## config.mk

```make
export PLATFORM = sky130hd
export DESIGN_NAME = spi_regport
export DESIGN_NICKNAME = d
export VERILOG_FILES = /design/src/rtl/spi_regport_pkg.sv /design/src/rtl/spi_regport_sync.sv /design/src/rtl/spi_regport_rx.sv /design/src/rtl/spi_regport_tx.sv /design/src/rtl/spi_regport.sv
export SDC_FILE = /design/constraint.sdc
export NUM_CORES = 1
export LEC_CHECK = 0
export ABC_AREA = 1
export BUFFER_PORTS_ARGS = -buffer_cell sky130_fd_sc_hd__buf_2
export CORE_UTILIZATION = 45
export DETAILED_ROUTE_END_ITERATION = 10
export PLACE_DENSITY = 0.69
export REMOVE_ABC_BUFFERS = 1
export SLEW_MARGIN = 20
export SYNTH_ARGS = -nofsm -noshare
export SYNTH_HDL_FRONTEND = slang
export SYNTH_SLANG_ARGS = --single-unit
```

## constraint.sdc

```tcl
create_clock -name clk -period 2.95 [get_ports clk]
set_clock_uncertainty 0.1 [all_clocks]
set_input_delay 0.1475 -clock clk [delete_from_list [all_inputs] [get_ports clk]]
set_output_delay 0.1475 -clock clk [all_outputs]
set_load 0.05 [all_outputs]
```

## src/rtl/spi_regport_pkg.sv

```systemverilog
// Shared constants and types for the serial register-access port.
// Assumes: frame = 1 direction bit + address + payload.
package spi_regport_pkg;

    localparam int ADDR_W_DEF = 4;
    localparam int DATA_W_DEF = 11;
    localparam int SYNC_DEF   = 2;

    typedef enum logic {
        CMD_WRITE = 1'b0,
        CMD_READ  = 1'b1
    } cmd_e;

    // Counter width able to hold frame_bits + 1 (saturation value for long frames).
    function automatic int cnt_width(input int frame_bits);
        return $clog2(frame_bits + 2);
    endfunction

endpackage

```

## src/rtl/spi_regport_sync.sv

```systemverilog
// Multi-stage synchroniser with edge detection for a vector of asynchronous lines.
// Assumes: STAGES >= 2; all lines share one depth, so their relative timing is kept.
module spi_regport_sync #(
    parameter int             W       = 3,
    parameter int             STAGES  = 2,
    parameter logic [W-1:0]   RST_VAL = '0
) (
    input  logic         clk,
    input  logic         rst_n,
    input  logic [W-1:0] din,
    output logic [W-1:0] level,
    output logic [W-1:0] rise,
    output logic [W-1:0] fall
);

    logic [STAGES-1:0][W-1:0] pipe_q;
    logic [W-1:0]             last_q;

    // Shift the raw lines through the synchroniser and keep one older copy.
    always_ff @(posedge clk) begin
        if (!rst_n) begin
            pipe_q <= {STAGES{RST_VAL}};
            last_q <= RST_VAL;
        end else begin
            pipe_q <= {pipe_q[STAGES-2:0], din};
            last_q <= pipe_q[STAGES-1];
        end
    end

    assign level = pipe_q[STAGES-1];
    assign rise  = level & ~last_q;
    assign fall  = ~level & last_q;

endmodule

```

## src/rtl/spi_regport_rx.sv

```systemverilog
// Receive side: counts captured bits, shifts in data, decodes the header
// and commits a strobe or flags an error when chip-select closes the frame.
// Assumes: ADDR_W >= 2; inputs are already synchronised single-cycle events.
module spi_regport_rx
    import spi_regport_pkg::*;
#(
    parameter int ADDR_W = ADDR_W_DEF,
    parameter int DATA_W = DATA_W_DEF,
    parameter int CNT_W  = cnt_width(1 + ADDR_W + DATA_W)
) (
    input  logic              clk,
    input  logic              rst_n,
    input  logic              cs_active,
    input  logic              cs_start,
    input  logic              cs_end,
    input  logic              sclk_fall,
    input  logic              sdi_s,
    output logic [CNT_W-1:0]  bit_cnt,
    output logic              hdr_done,
    output logic [ADDR_W-1:0] addr,
    output logic [DATA_W-1:0] wdata,
    output logic              we,
    output logic              re,
    output logic              frame_err
);

    localparam int FRAME_BITS = 1 + ADDR_W + DATA_W;
    localparam int HDR_BITS   = 1 + ADDR_W;
    localparam logic [CNT_W-1:0] CNT_MAX  = CNT_W'(FRAME_BITS + 1);
    localparam logic [CNT_W-1:0] CNT_FULL = CNT_W'(FRAME_BITS);
    localparam logic [CNT_W-1:0] CNT_HDR  = CNT_W'(HDR_BITS - 1);

    logic [FRAME_BITS-1:0] shift_q;
    cmd_e                  cmd_q;

    // Frame capture, header decode and end-of-frame commit.
    always_ff @(posedge clk) begin
        if (!rst_n) begin
            bit_cnt   <= '0;
            shift_q   <= '0;
            addr      <= '0;
            cmd_q     <= CMD_WRITE;
            hdr_done  <= 1'b0;
            we        <= 1'b0;
            re        <= 1'b0;
            frame_err <= 1'b0;
        end else begin
            hdr_done  <= 1'b0;
            we        <= 1'b0;
            re        <= 1'b0;
            frame_err <= 1'b0;
            if (cs_start) begin
                bit_cnt <= '0;
            end else if (cs_active && sclk_fall) begin
                shift_q <= {shift_q[FRAME_BITS-2:0], sdi_s};
                if (bit_cnt != CNT_MAX) begin
                    bit_cnt <= bit_cnt + CNT_W'(1);
                end
                if (bit_cnt == CNT_HDR) begin
                    addr     <= {shift_q[ADDR_W-2:0], sdi_s};
                    cmd_q    <= cmd_e'(shift_q[ADDR_W-1]);
                    hdr_done <= 1'b1;
                end
            end else if (cs_end) begin
                if (bit_cnt == CNT_FULL) begin
                    we <= (cmd_q == CMD_WRITE);
                    re <= (cmd_q == CMD_READ);
                end else begin
                    frame_err <= 1'b1;
                end
            end
        end
    end

    assign wdata = shift_q[DATA_W-1:0];

endmodule

```

## src/rtl/spi_regport_tx.sv

```systemverilog
// Transmit side: loads the fetched register once the header is complete and
// shifts it out MSB first on rising serial-clock events after the header bits.
// Assumes: load arrives before the next rising serial-clock event (8x oversampling).
module spi_regport_tx #(
    parameter int DATA_W     = 11,
    parameter int HDR_BITS   = 5,
    parameter int FRAME_BITS = 16,
    parameter int CNT_W      = 5
) (
    input  logic              clk,
    input  logic              rst_n,
    input  logic              cs_start,
    input  logic              sclk_rise,
    input  logic [CNT_W-1:0]  bit_cnt,
    input  logic              load,
    input  logic [DATA_W-1:0] rdata,
    output logic              sdo
);

    logic [DATA_W-1:0] tx_q;
    logic              in_payload;

    assign in_payload = (bit_cnt >= CNT_W'(HDR_BITS)) && (bit_cnt < CNT_W'(FRAME_BITS));

    // Response shifter: zeros during the header, register data afterwards.
    always_ff @(posedge clk) begin
        if (!rst_n) begin
            tx_q <= '0;
            sdo  <= 1'b0;
        end else if (cs_start) begin
            tx_q <= '0;
            sdo  <= 1'b0;
        end else if (load) begin
            tx_q <= rdata;
        end else if (sclk_rise && in_payload) begin
            sdo  <= tx_q[DATA_W-1];
            tx_q <= {tx_q[DATA_W-2:0], 1'b0};
        end
    end

endmodule

```

## src/rtl/spi_regport.sv

```systemverilog
// Top of the serial register-access port: synchronises the serial lines into
// clk, frames 16-bit commands and talks to an external register bank.
// Assumes: clk >= 8x serial clock; reg_rdata follows reg_addr combinationally.
module spi_regport
    import spi_regport_pkg::*;
#(
    parameter int ADDR_W      = ADDR_W_DEF,
    parameter int DATA_W      = DATA_W_DEF,
    parameter int SYNC_STAGES = SYNC_DEF
) (
    input  logic              clk,
    input  logic              rst_n,
    input  logic              cs_n,
    input  logic              sclk,
    input  logic              sdi,
    output logic              sdo,
    output logic              sdo_oe,
    output logic [ADDR_W-1:0] reg_addr,
    output logic [DATA_W-1:0] reg_wdata,
    output logic              reg_we,
    output logic              reg_re,
    input  logic [DATA_W-1:0] reg_rdata,
    output logic              frame_error
);

    localparam int FRAME_BITS = 1 + ADDR_W + DATA_W;
    localparam int HDR_BITS   = 1 + ADDR_W;
    localparam int CNT_W      = cnt_width(FRAME_BITS);

    // Line order inside the synchroniser vector: {sdi, sclk, cs_n}.
    logic [2:0]       s_lvl;
    logic [2:0]       s_rise;
    logic [2:0]       s_fall;
    logic             cs_active;
    logic             cs_start;
    logic             cs_end;
    logic [CNT_W-1:0] bit_cnt;
    logic             hdr_done;

    spi_regport_sync #(
        .W       (3),
        .STAGES  (SYNC_STAGES),
        .RST_VAL (3'b001)
    ) u_sync (
        .clk   (clk),
        .rst_n (rst_n),
        .din   ({sdi, sclk, cs_n}),
        .level (s_lvl),
        .rise  (s_rise),
        .fall  (s_fall)
    );

    assign cs_active = ~s_lvl[0];
    assign cs_start  = s_fall[0];
    assign cs_end    = s_rise[0];
    assign sdo_oe    = cs_active;

    spi_regport_rx #(
        .ADDR_W (ADDR_W),
        .DATA_W (DATA_W),
        .CNT_W  (CNT_W)
    ) u_rx (
        .clk       (clk),
        .rst_n     (rst_n),
        .cs_active (cs_active),
        .cs_start  (cs_start),
        .cs_end    (cs_end),
        .sclk_fall (s_fall[1]),
        .sdi_s     (s_lvl[2]),
        .bit_cnt   (bit_cnt),
        .hdr_done  (hdr_done),
        .addr      (reg_addr),
        .wdata     (reg_wdata),
        .we        (reg_we),
        .re        (reg_re),
        .frame_err (frame_error)
    );

    spi_regport_tx #(
        .DATA_W     (DATA_W),
        .HDR_BITS   (HDR_BITS),
        .FRAME_BITS (FRAME_BITS),
        .CNT_W      (CNT_W)
    ) u_tx (
        .clk       (clk),
        .rst_n     (rst_n),
        .cs_start  (cs_start),
        .sclk_rise (s_rise[1]),
        .bit_cnt   (bit_cnt),
        .load      (hdr_done),
        .rdata     (reg_rdata),
        .sdo       (sdo)
    );

endmodule

```

-- Word-level counts from Yosys, hierarchy flattened
Cells that the tools add are included.
- memory bits (writable): 0
- output and inout port bits: 20
- latch bits: 0
- flip-flop bits (word level): 45
- memories: 0
- bits in read-only memories: 0
- word-level logic and storage cells: 47
- shift-type cells: 0
- $add $sub $neg: 1
- bitwise logic cells: 12
- reductions and logical operators: 12
- multipliers: 0
- equal/unequal tests: 3
- mux-type cells: 4
- $lt $le $gt $ge: 2
- divide/modulo/power cells: 0
- operators by type and width (cell ; number):
    $mux 11 ; 2
    $not 1->1 ; 8
    $reduce_and 2->1 ; 3
    $add 5x1->5 const B ; 1
    $eq 5x3->1 const B ; 1
    $eq 5x5->1 const B ; 1
    $ge 5x3->1 const B ; 1
    $lt 5x5->1 const B ; 1
    $ne 5x5->1 const B ; 1
    $reduce_or 5->1 ; 1
    $and 2x2->2 ; 2
    $not 2->2 ; 2
    $reduce_or 4->1 ; 1
    $logic_and 1x1->1 ; 3
    $reduce_and 3->1 ; 1
    $reduce_or 3->1 ; 1
    $mux 1 ; 2
    $reduce_bool 2->1 ; 1
    $reduce_or 2->1 ; 1

-- Longest topological paths before layout
Gate-level depths: netlist (run 1).
- depth in word-level cells: 5
- mapped depth: 8
- depth with buffers taken out: 8

-- Hierarchy
Synthesis (run 1) repeated with hierarchy kept, for this count alone.
- cells, all modules: 276
- area, all modules: 2014.4 um2
- modules (own cells, without submodules) (module ; cells an instance ; times used ; sequential area each (um2) ; area an instance (um2)):
    spi_regport_rx ; 138 ; 1 ; 500.5 ; 1037.2
    spi_regport_tx ; 95 ; 1 ; 240.2 ; 650.6
    spi_regport_sync ; 42 ; 1 ; 180.2 ; 322.8
    spi_regport ; 1 ; 1 ; 0.0 ; 3.8

-- Worst setup path after synthesis (run 1)
No wires, ideal clock.
- path type: flip-flop to flip-flop
- start: register u_rx.bit_cnt[1]
- end: register u_tx.tx_q[10]
- stages on the path, launching flop included: 9
- period minus slack after synthesis: 1.351 ns
- setup slack: 1.599 ns
- buffers on the path: 1
- data arrival time: 1.181 ns
- path through: dfxtp_1 > inv_1 > ha_1 > nor2_1 > nand2_1 > nand3_2 > buf_6 > nand3_1 > a21oi_1
- cells in the longest elaborated chain, start to end: 4
- elaborated cells on any way between the ends: 5
- those cells by class: 2 x order compare; 3 x reduce/logical
- RTL lines (element ; RTL line ; RTL):
    from (decl) ; spi_regport_rx.sv:18 ; output logic [CNT_W-1:0] bit_cnt,
    from (signal assigned) ; spi_regport_rx.sv:57 ; bit_cnt <= bit_cnt + CNT_W'(1);
    $ge 5x3->1 or $lt 5x5->1 (tied branches) ; spi_regport_tx.sv:23 ; assign in_payload = (bit_cnt >= CNT_W'(HDR_BITS)) && (bit_cnt < CNT_W'(FRAME_BITS));
    $logic_and 1x1->1 * ; spi_regport_tx.sv:23 ;
    $logic_and 1x1->1 * ; spi_regport_tx.sv:35 ; end else if (sclk_rise && in_payload) begin
    $reduce_bool 2->1 (no line) * ; n/a ;
    to (signal assigned) ; spi_regport_tx.sv:34 ; tx_q <= rdata;
    to (signal assigned) ; spi_regport_tx.sv:37 ; tx_q <= {tx_q[DATA_W-2:0], 1'b0};
    to (decl) ; spi_regport_tx.sv:20 ; logic [DATA_W-1:0] tx_q;
Every way passes the cells marked *; elsewhere a longest branch is shown, timed or not.
A chain may end at the register's enable or synchronous reset.

-- Final worst setup path (run 1)
- start: register u_sync.pipe_q (netlist bit u_sync.level[0])
- end: register u_rx.addr[2]
- cells in the longest elaborated chain, start to end: 4
- elaborated cells on any way between the ends: 6
- those cells by class: 4 x bitwise; 2 x reduce/logical
- RTL lines (element ; RTL line ; RTL):
    from (decl) ; spi_regport_sync.sv:16 ; logic [STAGES-1:0][W-1:0] pipe_q;
    from (signal assigned) ; spi_regport_sync.sv:22 ; pipe_q <= {STAGES{RST_VAL}};
    from (signal assigned) ; spi_regport_sync.sv:25 ; pipe_q <= {pipe_q[STAGES-2:0], din};
    $not 2->2 ; spi_regport_sync.sv:32 ; assign fall = ~level & last_q;
    $and 2x2->2 ; spi_regport_sync.sv:32 ;
    $not 1->1 (no line) ; n/a ;
    $reduce_and 3->1 (no line) * ; n/a ;
    to (signal assigned) ; spi_regport_rx.sv:60 ; addr <= {shift_q[ADDR_W-2:0], sdi_s};
    to (decl) ; spi_regport_rx.sv:20 ; output logic [ADDR_W-1:0] addr,
Marked as above.

==> results.py, run 1 <==
metrics = {
    "job": {
        "cap_violations": 0,
    },
    "clock_tree": {
        "worstSkewPairLatency_ns": 0.29,
        "post_cts_resized": 0,
        "htree_num_levels": 2,
        "numClockSinks": 45,
        "clock_path_buffers": 2,
        "cts.clk_slew.worst_paths_ns": 0.08,
        "cts_made_buffers": 5,
        "cts_tree": "built",
        "cts_root_buffer": "sky130_fd_sc_hd__clkbuf_8",
    },
    "routing": {
        "number_of_antenna_violating_nets_in_the_routed_design": 0,
        "vias": 1586,
        "residual_drc": 0,
        "detail_route.iter0.violations": 111,
        "routed_via_density": 4.821,
        "drt_first_pass_iters": 4,
        "routed_wl_um": 3589,
        "wl_per_cell_um": 10.91,
    },
    "synth": {
        "synth_top_family_by_area": "simple AND/OR/NAND/NOR gates",
        "syn-instance-count": 244,
        "synth_cell_type_count": 27,
        "synthesis.area_um2": 1907,
        "synth_simple_gate_area_share_pct": 30.05,
        "synth.ff_latch_count": 45,
        "syn_area_per_cell_um2": 7.815,
        "synth_fa_ha_area_share_pct": 1.969,
        "yosys_warnings": 0,
        "synth_top_area_share_pct": 47.24,
        "synth.largest_area_cell": "sky130_fd_sc_hd__dfxtp_1",
        "synth_sequential_area_ratio_pct": 47.24,
        "yosys-mux-area-fraction_pct": 0,
        "synth-compound-area-share_pct": 10.50,
        "synth.area.top_cells": "sky130_fd_sc_hd__dfxtp_1, sky130_fd_sc_hd__nand2_1, sky130_fd_sc_hd__nand3_1, sky130_fd_sc_hd__a21oi_1, sky130_fd_sc_hd__inv_1",
        "synth-xor-area-share_pct": 1.378,
    },
    "timing": {
        "clock.fmax_ghz": 0.5589,
        "grt_setup_unrepaired": "no",
        "final.min_clock_period_ns": 1.789,
        "max-slew-margin-rel_pct": 54.36,
        "worstMarginPinSlew_ns": 0.6838,
        "total_negative_setup_slack_ns": 0,
        "report.final.hold_viol_count": 0,
        "timing.final.max_slew_violations": 0,
        "setup_viol": 0,
        "finalCritPeriodShare_pct": 60.66,
    },
    "hold_path": {
        "min-delay-path-class": "input port to register",
        "hold_startpoint": "rst_n",
    },
    "global_route": {
        "grt_usage_pct": 17.81,
        "antenna_violations_before_repair": 0,
        "wire_length_of_the_first_global_routing_pass_um": 5899,
        "overflow": 0,
        "grt_pass1_vias": 1387,
        "grt_start_max_net_pins": 24,
    },
    "placed_design": {
        "dp_cells": 317,
        "place_congestion": 0.7430,
        "dpl_cell_area_um2": 2058,
        "dp_hpwl_um": 2433,
        "port-buffer-count": 35,
    },
    "die": {
        "number_of_i_o_pins": 36,
        "die_wd_um": 67.10,
        "floorplan_core_area_um2": 4029,
        "fp-row-count": 23,
        "initial_utilization_pct": 47.33,
        "fp.dieArea_um2": 4502,
        "die_ht_um": 67.10,
    },
    "finish": {
        "post_route_standard_cell_area_excluding_fillers_um2": 2200,
        "num-nets-final": 297,
        "layoutNonFillerInstCount": 329,
        "area_growth_syn_to_layout_pct": 15.35,
        "layout_commonest_cell": "sky130_fd_sc_hd__nand2_1",
        "drive_gt1_share_pct": 21.86,
        "antenna_cells": 0,
        "most-common-layout-cells": "sky130_fd_sc_hd__nand2_1, sky130_fd_sc_hd__dfxtp_1, sky130_fd_sc_hd__buf_2",
    },
    "worst_setup_path": {
        "ff2ff_setup_slack_ns": 1.16,
        "startpoint_to_endpoint_class_of_the_critical_path": "register to register",
        "critical_path_required_ns": 3.08,
        "start_kind": "register",
        "source_of_the_worst_register_to_register_timing_path": "u_sync.level[0]$_SDFF_PN1_",
        "arrival_time_reported_for_the_critical_path_endpoint_ns": 1.92,
        "worstSetupEndpointType": "register",
        "crit_path_max_fanout": 14,
        "worst_setup_path_startpoint": "u_sync.level[0]$_SDFF_PN1_",
    },
    "pwr": {
        "report.power.total_mw": 1.062,
        "ir_drop_v": 0.0003849,
        "static-leakage-power_nw": 0.9757,
        "cellPowerDensity_nw_per_um2": 482.7,
    },
    "status": {
        "status": "finished, final reports clean",
    },
}
[worst max-delay path, cell delays in order, from the launching register on]
cell and delay, ns:
sky130_fd_sc_hd__dfxtp_1 0.37, sky130_fd_sc_hd__nor3_4 0.52, sky130_fd_sc_hd__nand2_2 0.32, sky130_fd_sc_hd__nor2_4 0.22, sky130_fd_sc_hd__nand2_2 0.10, sky130_fd_sc_hd__o21ai_2 0.11
[power by group]
group | switching [mW] | total [mW] | internal, mW
Sequential | 0.00300 | 0.615 | 0.612
Clock | 0.196 | 0.408 | 0.212
Combinational | 0.0235 | 0.0391 | 0.0156
Total | 0.223 | 1.06 | 0.839
[logic make-up after synthesis]
group,count (synthesis)
buf+inv,34
compound gates,37
simple gates,122
xor+xnor,3
flops,45
fa+ha+maj,3
[metal layers]
metal	vias up	global-route usage, %	wire (um)
li1	850	-	-
met1	687	21.48	1752
met2	41	27.00	1571
met3	8	6.678	199
met4	0	9.574	65
met5	-	0	0
[repair_timing]
| action | in CTS | in global routing |
|---|---|---|
| hold buffers | 4 | 0 |
| buffers inserted | 0 | 0 |
| hold endpoints to repair | 4 | 0 |
[path summary, 6_finish.rpt]
kind | cells past startpoint | end
worst max-delay path | 5 | u_rx.addr[2]$_SDFFE_PN0P_
worst min register to register | 2 | u_sync.level[2]$_SDFF_PN0_
worst max register to register | 5 | u_rx.addr[2]$_SDFFE_PN0P_
worst min-delay path | 2 | u_sync.last_q[0]$_SDFF_PN1_
[cell usage after synthesis]
cell type	instances
sky130_fd_sc_hd__nand3_1	28
sky130_fd_sc_hd__buf_6	5
sky130_fd_sc_hd__a21oi_1	26
sky130_fd_sc_hd__nand2_4	1
sky130_fd_sc_hd__nand3_4	1
sky130_fd_sc_hd__nor2_4	2
sky130_fd_sc_hd__clkbuf_1	3
sky130_fd_sc_hd__or2_2	2
sky130_fd_sc_hd__nor3_4	1
sky130_fd_sc_hd__nand2_1	66
sky130_fd_sc_hd__nor3_1	1
sky130_fd_sc_hd__o21ai_2	2
sky130_fd_sc_hd__buf_1	1
sky130_fd_sc_hd__buf_2	3
sky130_fd_sc_hd__nor3b_1	1
sky130_fd_sc_hd__o21ai_1	3
sky130_fd_sc_hd__nand3_2	1
sky130_fd_sc_hd__nand4_1	3
sky130_fd_sc_hd__inv_1	19
sky130_fd_sc_hd__xor2_1	3
sky130_fd_sc_hd__inv_2	3
sky130_fd_sc_hd__o21ai_0	4
sky130_fd_sc_hd__ha_1	3
sky130_fd_sc_hd__dfxtp_1	45
sky130_fd_sc_hd__nand2_2	3
sky130_fd_sc_hd__nor2_1	12
sky130_fd_sc_hd__a21oi_2	2
[registers in the layout, indices dropped and copies added, names as in the netlist]
register,flops
u_sync.pipe_q,3
u_tx.sdo,1
u_rx.bit_cnt,5
u_rx.shift_q,11
u_rx.addr,4
u_rx.frame_err,1
u_sync.last_q,2
u_rx.hdr_done,1
u_tx.tx_q,11
u_sync.level,3
u_rx.we,1
u_rx.cmd_q,1
u_rx.re,1
[stage by stage]
stage               hold WS (ns)  util, %  setup WS, ns
global route             0.07952    54.60        0.9670
detailed placement        0.2339    51.09         1.158
global placement          0.2314    51.09         1.252
floorplan                 0.1175        -         1.439
finish                   0.06858    54.60         1.161
CTS                      0.06020    54.60         1.149
[area by class of cell]
class,count,area [um2]
Inverter,22,82.58
Clock inverter,1,5.005
Fill cell,400,1829
Multi-Input combinational cell,165,837.1
Sequential cell,45,900.9
Tap cell,50,62.56
Clock buffer,7,96.34
Timing Repair Buffer,39,215.2
(Power assumes the default switching activity.)
==> run 2: changes to the inputs <==
- ABC_AREA: 1 -> 0
- clock period: 2.95 -> 1.8 ns (I/O delays scaled with it)
==> results.py, run 2 <==
metrics = {
    "global_route": {
        "overflow": 0,
        "grt_start_max_net_pins": 25,
        "grt_pass1_vias": 1372,
        "wire_length_of_the_first_global_routing_pass_um": 6120,
        "grt_usage_pct": 17.83,
        "antenna_violations_before_repair": 0,
    },
    "pwr": {
        "report.power.total_mw": 1.846,
        "ir_drop_v": 0.0005660,
        "cellPowerDensity_nw_per_um2": 775.6,
        "static-leakage-power_nw": 0.9523,
    },
    "clock_tree": {
        "worstSkewPairLatency_ns": 0.29,
        "cts.clk_slew.worst_paths_ns": 0.09,
        "cts_tree": "built",
        "postCtsSetupRepairBufs": 0,
        "numClockSinks": 45,
        "clock_path_buffers": 2,
        "cts_made_buffers": 5,
        "htree_num_levels": 2,
        "cts_root_buffer": "sky130_fd_sc_hd__clkbuf_8",
    },
    "die": {
        "die_wd_um": 67.84,
        "fp-row-count": 23,
        "initial_utilization_pct": 47.73,
        "fp.dieArea_um2": 4602,
        "floorplan_core_area_um2": 4086,
        "die_ht_um": 67.84,
        "number_of_i_o_pins": 36,
    },
    "finish": {
        "post_route_standard_cell_area_excluding_fillers_um2": 2380,
        "finish.utilization_pct": 58.24,
        "num-nets-final": 270,
        "drive_gt1_share_pct": 26.98,
        "layout_top_registers": "u_rx.shift_q: 11 flops, u_tx.tx_q: 11 flops, u_rx.bit_cnt: 5 flops",
        "antenna_cells": 0,
        "area_growth_syn_to_layout_pct": 22.00,
        "most-common-layout-cells": "sky130_fd_sc_hd__dfxtp_1, sky130_fd_sc_hd__nand2_1, sky130_fd_sc_hd__buf_2",
        "layout_commonest_cell": "sky130_fd_sc_hd__dfxtp_1",
    },
    "synth": {
        "synthesis.area_um2": 1951,
        "async_flop_share_pct": 0,
        "ys_dominant_reg_cell": "sky130_fd_sc_hd__dfxtp_1",
        "syn-instance-count": 206,
        "number_of_flops_mapped_to_enable_cells_by_yosys": 0,
        "synth.ff_latch_count": 45,
        "synth_cell_type_count": 34,
        "synth_top_area_share_pct": 46.18,
        "synth.largest_area_cell": "sky130_fd_sc_hd__dfxtp_1",
        "synth_sequential_area_ratio_pct": 46.18,
        "syn_area_per_cell_um2": 9.469,
        "yosys_warnings": 0,
        "post-synth-top-count-cell": "sky130_fd_sc_hd__dfxtp_1",
        "cell_types_with_the_highest_counts_after_synthesis": "sky130_fd_sc_hd__dfxtp_1, sky130_fd_sc_hd__nand2_1, sky130_fd_sc_hd__nand3_1, sky130_fd_sc_hd__mux2i_1, sky130_fd_sc_hd__a21boi_1",
        "synth.area.top_cells": "sky130_fd_sc_hd__dfxtp_1, sky130_fd_sc_hd__mux2i_1, sky130_fd_sc_hd__nand2_1, sky130_fd_sc_hd__nand3_1, sky130_fd_sc_hd__a21boi_1",
    },
    "placed_design": {
        "dp_hpwl_um": 2531,
        "dpl_cell_area_um2": 2220,
        "place_congestion": 0.8516,
        "port-buffer-count": 35,
    },
    "timing": {
        "timing.final.max_slew_violations": 0,
        "report.final.hold_viol_count": 0,
        "worst_hold_slack_ns": 0.002724,
        "finalCritPeriodShare_pct": 90.96,
        "final.min_clock_period_ns": 1.637,
        "grt_setup_unrepaired": "no",
        "clock.fmax_ghz": 0.6108,
        "worstMarginPinSlew_ns": 0.4249,
        "max-slew-margin-rel_pct": 71.57,
        "setup_viol": 0,
    },
    "routing": {
        "residual_drc": 0,
        "wl_per_cell_um": 11.91,
        "number_of_antenna_violating_nets_in_the_routed_design": 0,
        "vias": 1547,
        "routed_via_density": 5.123,
        "routed_wl_um": 3596,
        "drt_first_pass_iters": 4,
        "detail_route.iter0.violations": 66,
    },
    "worst_setup_path": {
        "start_kind": "register",
        "critical_path_required_ns": 1.93,
        "arrival_time_reported_for_the_critical_path_endpoint_ns": 1.77,
        "worst_path_largest_cell_delay_ns": 0.51,
        "crit_path_max_fanout": 6,
        "worstSetupEndpointType": "register",
        "slowest_stage": "sky130_fd_sc_hd__or4bb_4",
        "path_cells": "inv_1, ha_1, or4bb_4, nor2_8, mux2i_1",
        "startpoint_to_endpoint_class_of_the_critical_path": "register to register",
    },
    "hold_path": {
        "min-delay-path-class": "input port to register",
    },
    "status": {
        "status": "finished, final reports clean",
    },
    "job": {
        "cap_violations": 0,
    },
}
## run 2: cell count changes in the layout (fill, tap and decap cells not counted), moves of 4 or more
cell                       previous run  this run
sky130_fd_sc_hd__a21boi_1             0        11
sky130_fd_sc_hd__a21oi_1             26         3
sky130_fd_sc_hd__and2_1               0         6
sky130_fd_sc_hd__buf_4                0        12
sky130_fd_sc_hd__inv_1               19         4
sky130_fd_sc_hd__mux2_1               0         4
sky130_fd_sc_hd__mux2_2               0         6
sky130_fd_sc_hd__mux2i_1              0        18
sky130_fd_sc_hd__nand2_1             66        37
sky130_fd_sc_hd__nand2b_1             0         4
sky130_fd_sc_hd__nor2_1              12         4
## run 2: timing repair
item | in CTS | in global routing
hold buffers | 4 | 0
endpoints found under the hold margin | 4 | 0
gates resized for setup | 0 | 2
setup endpoints to repair | 0 | 5
## run 2: cell families after synthesis
kind of cell | after synthesis | synth area share [%]
simple gates | 93 | 25.79
flops | 45 | 46.18
compound gates | 20 | 6.992
fa+ha+maj | 3 | 1.925
buf+inv | 17 | 4.105
mux | 28 | 15.01
## run 2: path summary, 6_finish.rpt
kind,from,endpoint,slack (ns),cells after the start
setup / recovery,u_rx.bit_cnt[0]$_SDFFE_PP0P_,u_rx.addr[3]$_SDFFE_PN0P_,0.16,5
hold / removal,rst_n,u_sync.last_q[0]$_SDFF_PN1_,0.003,2
setup reg to reg,u_rx.bit_cnt[0]$_SDFFE_PP0P_,u_rx.addr[3]$_SDFFE_PN0P_,0.16,5
hold reg to reg,u_sync.pipe_q[0]$_SDFF_PN1_,u_sync.level[0]$_SDFF_PN1_,0.32,1
## run 2: through the flow
stage	cells	TNS (ns)	setup WS (ns)
finish	302	0	0.1628
global route	302	0	0.06126
CTS	302	0	0.06876
detailed placement	290	0	0.07647
global placement	290	0	0.1333
floorplan	193	-3.372	-0.3066
## run 2: critical path: cells and delay by family (launching register included)
| kind | cells | cell delay [ns] |
|---|---|---|
| simple gates | 2 | 0.70 |
| buf+inv | 1 | 0.07 |
| flops | 1 | 0.35 |
| fa+ha+maj | 1 | 0.17 |
| mux | 1 | 0.19 |
## run 2: layout make-up
| cell class | count | area, um2 |
|---|---|---|
| Timing Repair Buffer | 51 | 305.3 |
| Inverter | 4 | 15.01 |
| Fill cell | 372 | 1707 |
| Sequential cell | 45 | 902.1 |
| Clock inverter | 3 | 46.29 |
| Clock buffer | 5 | 68.82 |
| Tap cell | 50 | 62.56 |
| Multi-Input combinational cell | 144 | 979.7 |
## run 2: power by group
| group | internal [mW] | total (mW) | switching [mW] |
|---|---|---|---|
| combinational | 0.0363 | 0.0791 | 0.0428 |
| clock | 0.415 | 0.760 | 0.344 |
| sequential | 1.00 | 1.01 | 0.00459 |
| total | 1.45 | 1.85 | 0.392 |
## run 2: per-layer routing
| layer | GRT usage, % | part of all wire (%) | vias up |
|---|---|---|---|
| li1 | - | - | 799 |
| met2 | 28.34 | 44 | 42 |
| met5 | 0 | 0 | - |
| met4 | 7.813 | 0.89 | 0 |
| met1 | 22.53 | 49 | 702 |
| met3 | 4.833 | 5.9 | 4 |
